`config.mk`:
```
export PLATFORM = sky130hd
export DESIGN_NAME = i2c_qbio_expander
export DESIGN_NICKNAME = d
export VERILOG_FILES = /design/src/rtl/qbio_pkg.sv /design/src/rtl/qbio_sync_detect.sv /design/src/rtl/qbio_target_fsm.sv /design/src/rtl/qbio_port.sv /design/src/rtl/i2c_qbio_expander.sv
export SDC_FILE = /design/constraint.sdc
export NUM_CORES = 1
export LEC_CHECK = 0
export CORE_AREA = 10 10 121 123
export DETAILED_ROUTE_END_ITERATION = 6
export DIE_AREA = 0 0 131 133
export PLACE_DENSITY = 0.38
export SYNTH_ARGS = -nofsm -noshare
export SYNTH_HDL_FRONTEND = slang
export SYNTH_SLANG_ARGS = --single-unit
```
`constraint.sdc`:
```
create_clock -name clk -period 3.88 [get_ports clk]
set_input_delay 0.776 -clock clk [delete_from_list [all_inputs] [get_ports clk]]
set_output_delay 0.776 -clock clk [all_outputs]
set_load 0.01 [all_outputs]
```
`src/rtl/qbio_pkg.sv`:
```
package qbio_pkg;
  typedef enum logic [2:0] {
    ST_IDLE,
    ST_ADDR,
    ST_ADDR_ACK,
    ST_WR,
    ST_WR_ACK,
    ST_RD,
    ST_RD_ACK
  } tgt_state_e;
endpackage

```
`src/rtl/qbio_sync_detect.sv`:
```
module qbio_sync_detect #(
  parameter int SYNC_STAGES = 2
) (
  input  logic clk,
  input  logic rst_n,
  input  logic scl_i,
  input  logic sda_i,
  output logic scl_s,
  output logic sda_s,
  output logic scl_rise,
  output logic scl_fall,
  output logic start_det,
  output logic stop_det
);
  logic [SYNC_STAGES-1:0] scl_ff, sda_ff;
  logic scl_d, sda_d;

  always_ff @(posedge clk or negedge rst_n) begin
    if (!rst_n) begin
      scl_ff <= '1;
      sda_ff <= '1;
      scl_d  <= 1'b1;
      sda_d  <= 1'b1;
    end else begin
      scl_ff <= {scl_ff[SYNC_STAGES-2:0], scl_i};
      sda_ff <= {sda_ff[SYNC_STAGES-2:0], sda_i};
      scl_d  <= scl_ff[SYNC_STAGES-1];
      sda_d  <= sda_ff[SYNC_STAGES-1];
    end
  end

  assign scl_s     = scl_ff[SYNC_STAGES-1];
  assign sda_s     = sda_ff[SYNC_STAGES-1];
  assign scl_rise  = scl_s & ~scl_d;
  assign scl_fall  = ~scl_s & scl_d;
  // SDA edges while SCL stays high mark bus conditions
  assign start_det = scl_s & scl_d & sda_d & ~sda_s;
  assign stop_det  = scl_s & scl_d & ~sda_d & sda_s;
endmodule

```
`src/rtl/qbio_target_fsm.sv`:
```
module qbio_target_fsm
  import qbio_pkg::*;
#(
  parameter int          W         = 8,
  parameter int          ADDR_HI_W = 4,
  parameter int          STRAP_W   = 3,
  parameter logic [ADDR_HI_W-1:0] ADDR_HI = 4'b0100
) (
  input  logic               clk,
  input  logic               rst_n,
  input  logic               sda_s,
  input  logic               scl_rise,
  input  logic               scl_fall,
  input  logic               start_det,
  input  logic               stop_det,
  input  logic [STRAP_W-1:0] strap,
  input  logic [W-1:0]       line_st,
  output logic               sda_oe,
  output logic               wr_stb,
  output logic [W-1:0]       wr_data,
  output logic               rd_stb,
  output logic [W-1:0]       rd_snap
);
  localparam int CNT_W = $clog2(W + 1);
  localparam logic [CNT_W-1:0] FULL = CNT_W'(W);

  tgt_state_e       state;
  logic [CNT_W-1:0] cnt;
  logic [W-1:0]     sr;
  logic [W-1:0]     tx;
  logic             rw;
  logic             nack;

  assign rd_snap = tx;

  always_ff @(posedge clk or negedge rst_n) begin
    if (!rst_n) begin
      state   <= ST_IDLE;
      cnt     <= '0;
      sr      <= '0;
      tx      <= '0;
      rw      <= 1'b0;
      nack    <= 1'b0;
      sda_oe  <= 1'b0;
      wr_stb  <= 1'b0;
      wr_data <= '0;
      rd_stb  <= 1'b0;
    end else begin
      wr_stb <= 1'b0;
      rd_stb <= 1'b0;
      if (start_det) begin
        state  <= ST_ADDR;
        cnt    <= '0;
        sda_oe <= 1'b0;
      end else if (stop_det) begin
        state  <= ST_IDLE;
        cnt    <= '0;
        sda_oe <= 1'b0;
      end else begin
        case (state)
          ST_ADDR: begin
            if (scl_rise) begin
              sr  <= {sr[W-2:0], sda_s};
              cnt <= cnt + CNT_W'(1);
            end else if (scl_fall && cnt == FULL) begin
              if (sr[W-1:1] == {ADDR_HI, strap}) begin
                state  <= ST_ADDR_ACK;
                sda_oe <= 1'b1;
                rw     <= sr[0];
              end else begin
                state <= ST_IDLE;
              end
            end
          end
          ST_ADDR_ACK: begin
            if (scl_fall) begin
              cnt <= '0;
              if (rw) begin
                state  <= ST_RD;
                tx     <= line_st;
                rd_stb <= 1'b1;
                sda_oe <= ~line_st[W-1];
              end else begin
                state  <= ST_WR;
                sda_oe <= 1'b0;
              end
            end
          end
          ST_WR: begin
            if (scl_rise) begin
              sr  <= {sr[W-2:0], sda_s};
              cnt <= cnt + CNT_W'(1);
            end else if (scl_fall && cnt == FULL) begin
              wr_stb  <= 1'b1;
              wr_data <= sr;
              sda_oe  <= 1'b1;
              state   <= ST_WR_ACK;
            end
          end
          ST_WR_ACK: begin
            if (scl_fall) begin
              sda_oe <= 1'b0;
              cnt    <= '0;
              state  <= ST_WR;
            end
          end
          ST_RD: begin
            if (scl_rise) begin
              cnt <= cnt + CNT_W'(1);
            end else if (scl_fall) begin
              if (cnt == FULL) begin
                sda_oe <= 1'b0;
                state  <= ST_RD_ACK;
              end else begin
                tx     <= tx << 1;
                sda_oe <= ~tx[W-2];
              end
            end
          end
          ST_RD_ACK: begin
            if (scl_rise) begin
              nack <= sda_s;
            end else if (scl_fall) begin
              cnt <= '0;
              if (nack) begin
                state  <= ST_IDLE;
                sda_oe <= 1'b0;
              end else begin
                state  <= ST_RD;
                tx     <= line_st;
                rd_stb <= 1'b1;
                sda_oe <= ~line_st[W-1];
              end
            end
          end
          default: begin
            sda_oe <= 1'b0;
          end
        endcase
      end
    end
  end
endmodule

```
`src/rtl/qbio_port.sv`:
```
module qbio_port #(
  parameter int W = 8
) (
  input  logic         clk,
  input  logic         rst_n,
  input  logic [W-1:0] pin_level_i,
  input  logic         wr_stb,
  input  logic [W-1:0] wr_data,
  input  logic         rd_stb,
  input  logic [W-1:0] rd_snap,
  output logic [W-1:0] line_st,
  output logic [W-1:0] line_ref,
  output logic [W-1:0] pin_pull_low,
  output logic         int_n
);
  logic [W-1:0] latch_q, in_q, ref_q;

  always_ff @(posedge clk or negedge rst_n) begin
    if (!rst_n) begin
      latch_q <= '1;
      in_q    <= '1;
      ref_q   <= '1;
    end else begin
      in_q <= pin_level_i;
      if (wr_stb) latch_q <= wr_data;
      if (rd_stb) ref_q   <= rd_snap;
    end
  end

  for (genvar i = 0; i < W; i++) begin : g_line
    assign line_st[i]      = latch_q[i] & in_q[i];
    assign pin_pull_low[i] = ~latch_q[i];
  end

  assign line_ref = ref_q;
  assign int_n    = (line_st == ref_q);
endmodule

```
`src/rtl/i2c_qbio_expander.sv`:
```
module i2c_qbio_expander #(
  parameter int                   NPORT     = 8,
  parameter int                   STRAP_W   = 3,
  parameter int                   ADDR_HI_W = 4,
  parameter logic [ADDR_HI_W-1:0] ADDR_HI   = 4'b0100,
  parameter int                   SYNC_STAGES = 2
) (
  input  logic               clk,
  input  logic               rst_n,
  input  logic               scl_i,
  input  logic               sda_i,
  output logic               sda_oe,
  input  logic [STRAP_W-1:0] addr_strap,
  input  logic [NPORT-1:0]   pin_level_i,
  output logic [NPORT-1:0]   pin_pull_low,
  output logic               int_n
);
  logic             scl_s, sda_s, scl_rise, scl_fall, start_det, stop_det;
  logic             wr_stb, rd_stb;
  logic [NPORT-1:0] wr_data, rd_snap, line_st, line_ref;

  qbio_sync_detect #(.SYNC_STAGES(SYNC_STAGES)) u_sync (
    .clk(clk), .rst_n(rst_n), .scl_i(scl_i), .sda_i(sda_i),
    .scl_s(scl_s), .sda_s(sda_s), .scl_rise(scl_rise), .scl_fall(scl_fall),
    .start_det(start_det), .stop_det(stop_det)
  );

  qbio_target_fsm #(
    .W(NPORT), .ADDR_HI_W(ADDR_HI_W), .STRAP_W(STRAP_W), .ADDR_HI(ADDR_HI)
  ) u_fsm (
    .clk(clk), .rst_n(rst_n), .sda_s(sda_s), .scl_rise(scl_rise),
    .scl_fall(scl_fall), .start_det(start_det), .stop_det(stop_det),
    .strap(addr_strap), .line_st(line_st), .sda_oe(sda_oe),
    .wr_stb(wr_stb), .wr_data(wr_data), .rd_stb(rd_stb), .rd_snap(rd_snap)
  );

  qbio_port #(.W(NPORT)) u_port (
    .clk(clk), .rst_n(rst_n), .pin_level_i(pin_level_i),
    .wr_stb(wr_stb), .wr_data(wr_data), .rd_stb(rd_stb), .rd_snap(rd_snap),
    .line_st(line_st), .line_ref(line_ref), .pin_pull_low(pin_pull_low),
    .int_n(int_n)
  );
endmodule

```
==> impl_metrics.env, run 1 <==
export IMPL_clkSlewWorstSetupHoldPaths_ns=0.06
export IMPL_fmaxAchievable_mhz=361.3
export IMPL_ys_warnings_count=0
export IMPL_setup_viol=0
export IMPL_synthFlopType="dfrtp_1"
export IMPL_status="finished clean"
export IMPL_ys_seq_area_share_pct=56.16
export IMPL_fin_skew_ns=0.01033
export IMPL_vdd_drop_max_uv=194.3
export IMPL_clock_latency_ns=0.33
export IMPL_tightest_slew_ns=0.8044
export IMPL_drive_above_1_share_pct=24.75
export IMPL_route_detailed_drc=0
export IMPL_grt_pass1_vias=2033
export IMPL_boundaryPins=25
export IMPL_worst_setup_path_end_kind="output port"
export IMPL_drtIter0Drc=164
export IMPL_hold_buffers=0
export IMPL_route_vias_total=1947
export IMPL_power_total_w=0.001513
export IMPL_max_stage_delay_ns=0.56
export IMPL_arrival_ns=1.99
export IMPL_setup_tns_ns=0
export IMPL_hold_viol=0
export IMPL_p_leak_nw=1.495
export IMPL_synthToLayoutAreaGrowth_pct=21.88
export IMPL_overflow=0
export IMPL_cts_resized=0
export IMPL_via_per_inst=4.169
export IMPL_yosysUniqueCellTypes=51
export IMPL_slowest_stage="clkdlybuf4s50_1"
export IMPL_slew_viol_final=0
export IMPL_die_w_um=131
export IMPL_layout_commonest_cell="dfrtp_1"
export IMPL_clockBufferDepth=2
export IMPL_die_area_sq_mm=0.01742
export IMPL_rows=41
export IMPL_syn_avg_cell_area_sq_um=11.48
export IMPL_startpoint="u_port.latch_q[0]$_DFFE_PN1P_"
export IMPL_dpl_cell_area_sq_mm=0.003405
export IMPL_grt_first_pass_wirelength_um=11340
export IMPL_path_max_fanout=2
export IMPL_synth_edf_count=0
export IMPL_synth_cells=262
export IMPL_hold_path_class="reg2reg"
export IMPL_grt_max_degree=34
export IMPL_critPathLaunchType="flop"
export IMPL_power_density_mw_per_mm2=412.8
export IMPL_die_h_um=133
export IMPL_grt_usage_pct=8.463
export IMPL_htreeDepth=3
export IMPL_post_route_min_period_ns=2.768
export IMPL_path_class="reg2out"
export IMPL_cp_cell_sequence="nand2_1 -> xor2_1 -> nand4_1 -> nor2_1 -> clkdlybuf4s50_1"
export IMPL_postCtsSetupBuffers=0
export IMPL_dr_pass1_iters=4
export IMPL_pre_cts_ws_ns=1.445
export IMPL_synth_seq_cells=66
export IMPL_maxCapViolations=0
export IMPL_routedWlPerCell_um=14.22
export IMPL_syn_cell_area_sq_mm=0.003008
export IMPL_crit_required_ns=3.10
export IMPL_async_reset_ff_share_pct=100.0
export IMPL_cts_root_buf="clkbuf_16"
export IMPL_cts_sinks=66
export IMPL_synth_fp_nets=279
export IMPL_final_net_count=307
export IMPL_stdcell_area_sq_mm=0.003666
export IMPL_antenna_cells=0
export IMPL_coreArea_sq_mm=0.01236
export IMPL_fin_ws_ns=1.112
export IMPL_cts_tree="done"
export IMPL_final_cell_mix="dfrtp_1 (36), dfstp_2 (30), nand2_1 (23), clkdlybuf4s50_1 (23), nor2_1 (20)"
export IMPL_worstReg2RegStart="u_fsm.state[2]$_DFFE_PN0P_"
export IMPL_period_share_pct=71.34
export IMPL_initial_utilization_pct=24.33
export IMPL_portBuffers=24
export IMPL_rsz0062_at_grt="no"
export IMPL_routed_wl_um=6641
export IMPL_drtAntennaViolNets=0
export IMPL_gp_congestion=0.6971
export IMPL_cts_buffers=9
export IMPL_relSlewSlack_pct=46.37
export IMPL_hpwlAfterDp_um=4655
export IMPL_antenna_found_initial=0
export IMPL_hp_start="u_sync.sda_ff[0]$_DFF_PN1_"
-- worst paths after layout --
path                                                end  slack [ns]  cells after the start
setup / recovery                                  int_n        1.11                      5
hold / removal               u_sync.sda_ff[1]$_DFF_PN1_        0.35                      0
setup reg to reg           u_fsm.rd_snap[0]$_DFFE_PN0P_        1.63                      4
hold reg to reg              u_sync.sda_ff[1]$_DFF_PN1_        0.35                      0
max in group asynchronous      u_port.in_q[0]$_DFF_PN1_        2.51                      2
min in group asynchronous      u_fsm.cnt[1]$_DFFE_PN0P_        0.54                      1
-- per-layer routing --
metal	part of all wire (%)	up-vias	track usage [%]
met1	51	946	11.43
met3	4.1	8	3.196
met2	43	28	11.29
met5	0	-	0
met4	1.8	0	4.450
li1	-	965	-
-- metrics by stage --
stage               util, %  instances  hold WS (ns)
finish                29.65        467        0.3542
global route          29.65        467        0.3559
CTS                   29.65        467        0.3554
detailed placement    27.54        451        0.3481
global placement      27.54        451        0.3472
floorplan                 -        262        0.3452
-- registers in the layout, indices dropped and copies added, names as in the netlist --
signal / cells
u_fsm.rd_snap: 8
u_fsm.sr: 8
u_fsm.wr_data: 8
u_port.in_q: 8
u_port.latch_q: 8
u_port.line_ref: 8
u_fsm.cnt: 4
u_fsm.state: 3
u_sync.scl_ff: 2
u_sync.sda_ff: 2
u_fsm.nack: 1
u_fsm.rd_stb: 1
u_fsm.rw: 1
u_fsm.sda_oe: 1
u_fsm.wr_stb: 1
u_sync.scl_d: 1
u_sync.sda_d: 1
-- cells by family after synthesis --
family	share of synthesized area (%)
simple gates	12.77
fa+ha+maj	0.8318
xor+xnor	3.744
mux	10.73
compound gates	11.27
buf+inv	4.492
flops	56.16
-- power breakdown --
group,total (W),switching (W),internal [W]
Sequential,0.000727,0.0000161,0.000711
Combinational,0.0000654,0.0000337,0.0000317
Clock,0.000720,0.000270,0.000451
Total,0.00151,0.000319,0.00119
-- critical path: cells and delay by family, from the launching register on --
family / cells / cell delay (ns)
XOR/XNOR: 1 / 0.21
buffers and inverters: 1 / 0.56
flip-flops: 1 / 0.54
AND/OR/NAND/NOR: 3 / 0.35
-- final cells by class --
cell class / count / area (sq um)
Timing Repair Buffer: 27 / 257.7
Inverter: 14 / 52.55
Multi-Input combinational cell: 172 / 1190
Sequential cell: 66 / 1689
Fill cell: 1278 / 8697
Clock buffer: 16 / 261.5
Tap cell: 172 / 215.2
-- synthesized netlist by cell type (2+ instances only) --
cell type / n / area (sq um)
mux2_2: 17 / 191.4
inv_1: 14 / 52.55
a211oi_1: 4 / 30.03
nand2_1: 23 / 86.33
dfstp_2: 30 / 788.3
xnor2_1: 3 / 26.28
o31ai_1: 2 / 15.01
nor2_1: 20 / 75.07
nor2b_1: 2 / 12.51
mux2_4: 2 / 30.03
clkbuf_1: 3 / 11.26
nand2b_1: 5 / 31.28
mux2_1: 9 / 101.4
o22ai_1: 2 / 12.51
nor3_2: 2 / 20.02
o21ai_0: 16 / 80.08
xor2_1: 8 / 70.07
ha_1: 2 / 25.02
nor4b_1: 2 / 17.52
nand3_1: 5 / 25.02
nand4_1: 3 / 18.77
o2bb2ai_1: 2 / 17.52
o21ai_1: 5 / 25.02
dfrtp_1: 36 / 900.9
a21oi_1: 15 / 75.07
buf_6: 4 / 45.04
o21bai_1: 2 / 15.01
(Power assumes the default switching activity.)
==> run 2: changes to the inputs <==
--- a/config.mk
+++ b/config.mk
@@ -8,7 +8,7 @@
 export CORE_AREA = 10 10 121 123
 export DETAILED_ROUTE_END_ITERATION = 6
 export DIE_AREA = 0 0 131 133
-export PLACE_DENSITY = 0.38
+export PLACE_DENSITY = 0.4
 export SYNTH_ARGS = -nofsm -noshare
 export SYNTH_HDL_FRONTEND = slang
 export SYNTH_SLANG_ARGS = --single-unit
==> constraint.sdc (replaced) <==
create_clock -name clk -period 2.4 [get_ports clk]
set_input_delay 0.48 -clock clk [delete_from_list [all_inputs] [get_ports clk]]
set_output_delay 0.48 -clock clk [all_outputs]
set_load 0.01 [all_outputs]
==> run 2 against run 1 <==
Net effect:
- first-iteration DRC count decreased by 46%
- clock power increased by 71%
- non-clock buffer count increased by 3
- largest cell class unchanged
- highest routed layer unchanged
==> impl_metrics.env, run 2 (synthesis gave the netlist of run 1 again) <==
export IMPL_maxCapViolations=0
export IMPL_crit_required_ns=1.92
export IMPL_clock_latency_ns=0.34
export IMPL_grt_usage_pct=8.141
export IMPL_clockBufferDepth=2
export IMPL_hold_path_class="in2async"
export IMPL_dr_pass1_iters=4
export IMPL_antenna_found_initial=0
export IMPL_period_share_pct=88.98
export IMPL_final_net_count=310
export IMPL_fmaxAchievable_mhz=468.3
export IMPL_cts_tree="done"
export IMPL_rsz0062_at_grt="no"
export IMPL_via_per_inst=4.243
export IMPL_slowest_stage="dfstp_2"
export IMPL_htreeDepth=3
export IMPL_hold_buffers=0
export IMPL_final_cell_mix="dfrtp_1 (36), dfstp_2 (30), nand2_1 (23), clkdlybuf4s50_1 (22), nor2_1 (20)"
export IMPL_cts_root_buf="clkbuf_16"
export IMPL_boundaryPins=25
export IMPL_slew_viol_final=0
export IMPL_layout_commonest_cell="dfrtp_1"
export IMPL_antenna_cells=0
export IMPL_gp_congestion=0.7252
export IMPL_route_detailed_drc=0
export IMPL_tightest_slew_ns=0.4379
export IMPL_post_route_min_period_ns=2.135
export IMPL_route_vias_total=1994
export IMPL_drtIter0Drc=89
export IMPL_grt_pass1_vias=2042
export IMPL_setup_viol=0
export IMPL_die_area_sq_mm=0.01742
export IMPL_cts_buffers=9
export IMPL_clkSlewWorstSetupHoldPaths_ns=0.06
export IMPL_grt_first_pass_wirelength_um=11030
export IMPL_power_density_mw_per_mm2=676.0
export IMPL_critPathLaunchType="flop"
export IMPL_cp_cell_sequence="nand2_1 -> xor2_1 -> nand4_1 -> nor2_1 -> dlygate4sd2_1"
export IMPL_portBuffers=24
export IMPL_cts_sinks=66
export IMPL_initial_utilization_pct=24.33
export IMPL_dpl_cell_area_sq_mm=0.003440
export IMPL_arrival_ns=1.66
export IMPL_synthToLayoutAreaGrowth_pct=23.67
export IMPL_drive_above_1_share_pct=27.18
export IMPL_postCtsSetupBuffers=0
export IMPL_max_stage_delay_ns=0.53
export IMPL_hpwlAfterDp_um=4645
export IMPL_hold_viol=0
export IMPL_grt_max_degree=51
export IMPL_path_max_fanout=2
export IMPL_routed_wl_um=6497
export IMPL_p_leak_nw=1.524
export IMPL_fin_skew_ns=0.009043
export IMPL_vdd_drop_max_uv=266.6
export IMPL_die_h_um=133
export IMPL_overflow=0
export IMPL_worst_setup_path_end_kind="output port"
export IMPL_routedWlPerCell_um=13.82
export IMPL_status="finished clean"
export IMPL_drtAntennaViolNets=0
export IMPL_cts_resized=1
export IMPL_die_w_um=131
export IMPL_coreArea_sq_mm=0.01236
export IMPL_relSlewSlack_pct=70.06
export IMPL_rows=41
export IMPL_setup_tns_ns=0
export IMPL_stdcell_area_sq_mm=0.003720
export IMPL_path_class="reg2out"
## run 2: per-layer routing
layer  track usage, %  vias to the layer above  wire (um)
met5                0                        -          0
met4            3.956                        0        128
met3            3.156                       10        252
met2            11.04                       36       2838
met1            10.92                      977       3277
li1                 -                      971          -
## run 2: worst max-delay path, delay by kind of cell, from the launching register on
kind / cells / cell delay, ns
xor gates and xnor gates: 1 / 0.18
buffers and inverters: 1 / 0.28
and+or+nand+nor: 3 / 0.33
DFF: 1 / 0.53
## run 2: layout make-up
cell class                      instances  area [sq um]
Clock buffer                           11         252.7
Clock inverter                          5         28.78
Fill cell                            1271          8643
Inverter                               14         52.55
Multi-Input combinational cell        172          1190
Sequential cell                        66          1689
Tap cell                              172         215.2
Timing Repair Buffer                   30         291.5
## run 2: path summary, 6_finish.rpt
kind	start	slack, ns	endpoint	depth (start not counted)
worst max-delay path	u_port.latch_q[5]$_DFFE_PN1P_	0.26	int_n	5
worst min-delay path	rst_n	0.09	u_fsm.cnt[3]$_DFFE_PN0P_	1
worst max register to register	u_fsm.cnt[0]$_DFFE_PN0P_	0.50	u_fsm.state[0]$_DFFE_PN0P_	7
worst min register to register	u_sync.sda_ff[0]$_DFF_PN1_	0.35	u_sync.sda_ff[1]$_DFF_PN1_	0
max in group asynchronous	rst_n	1.63	u_port.latch_q[5]$_DFFE_PN1P_	2
min in group clk	u_sync.sda_ff[0]$_DFF_PN1_	0.35	u_sync.sda_ff[1]$_DFF_PN1_	0
## run 2: power by group
group	leakage (nW)	total [W]	switching, W	internal [W]
Sequential	0.814	0.00117	0.0000228	0.00115
Combinational	0.575	0.000110	0.0000560	0.0000537
Clock	0.135	0.00123	0.000486	0.000747
## run 2: through the flow
step                hold WS, ns  std cells  worst slack (ns)  power (W)  utilization, %
floorplan                0.1844        262            0.7434   0.001235               -
global placement         0.3462        454            0.2599   0.001305           27.82
detailed placement       0.3481        454            0.2905   0.001304           27.82
CTS                      0.1073        470            0.2175   0.002562           30.09
global route             0.1119        470            0.1368   0.002629           30.09
finish                  0.08665        470            0.2645   0.002515           30.09
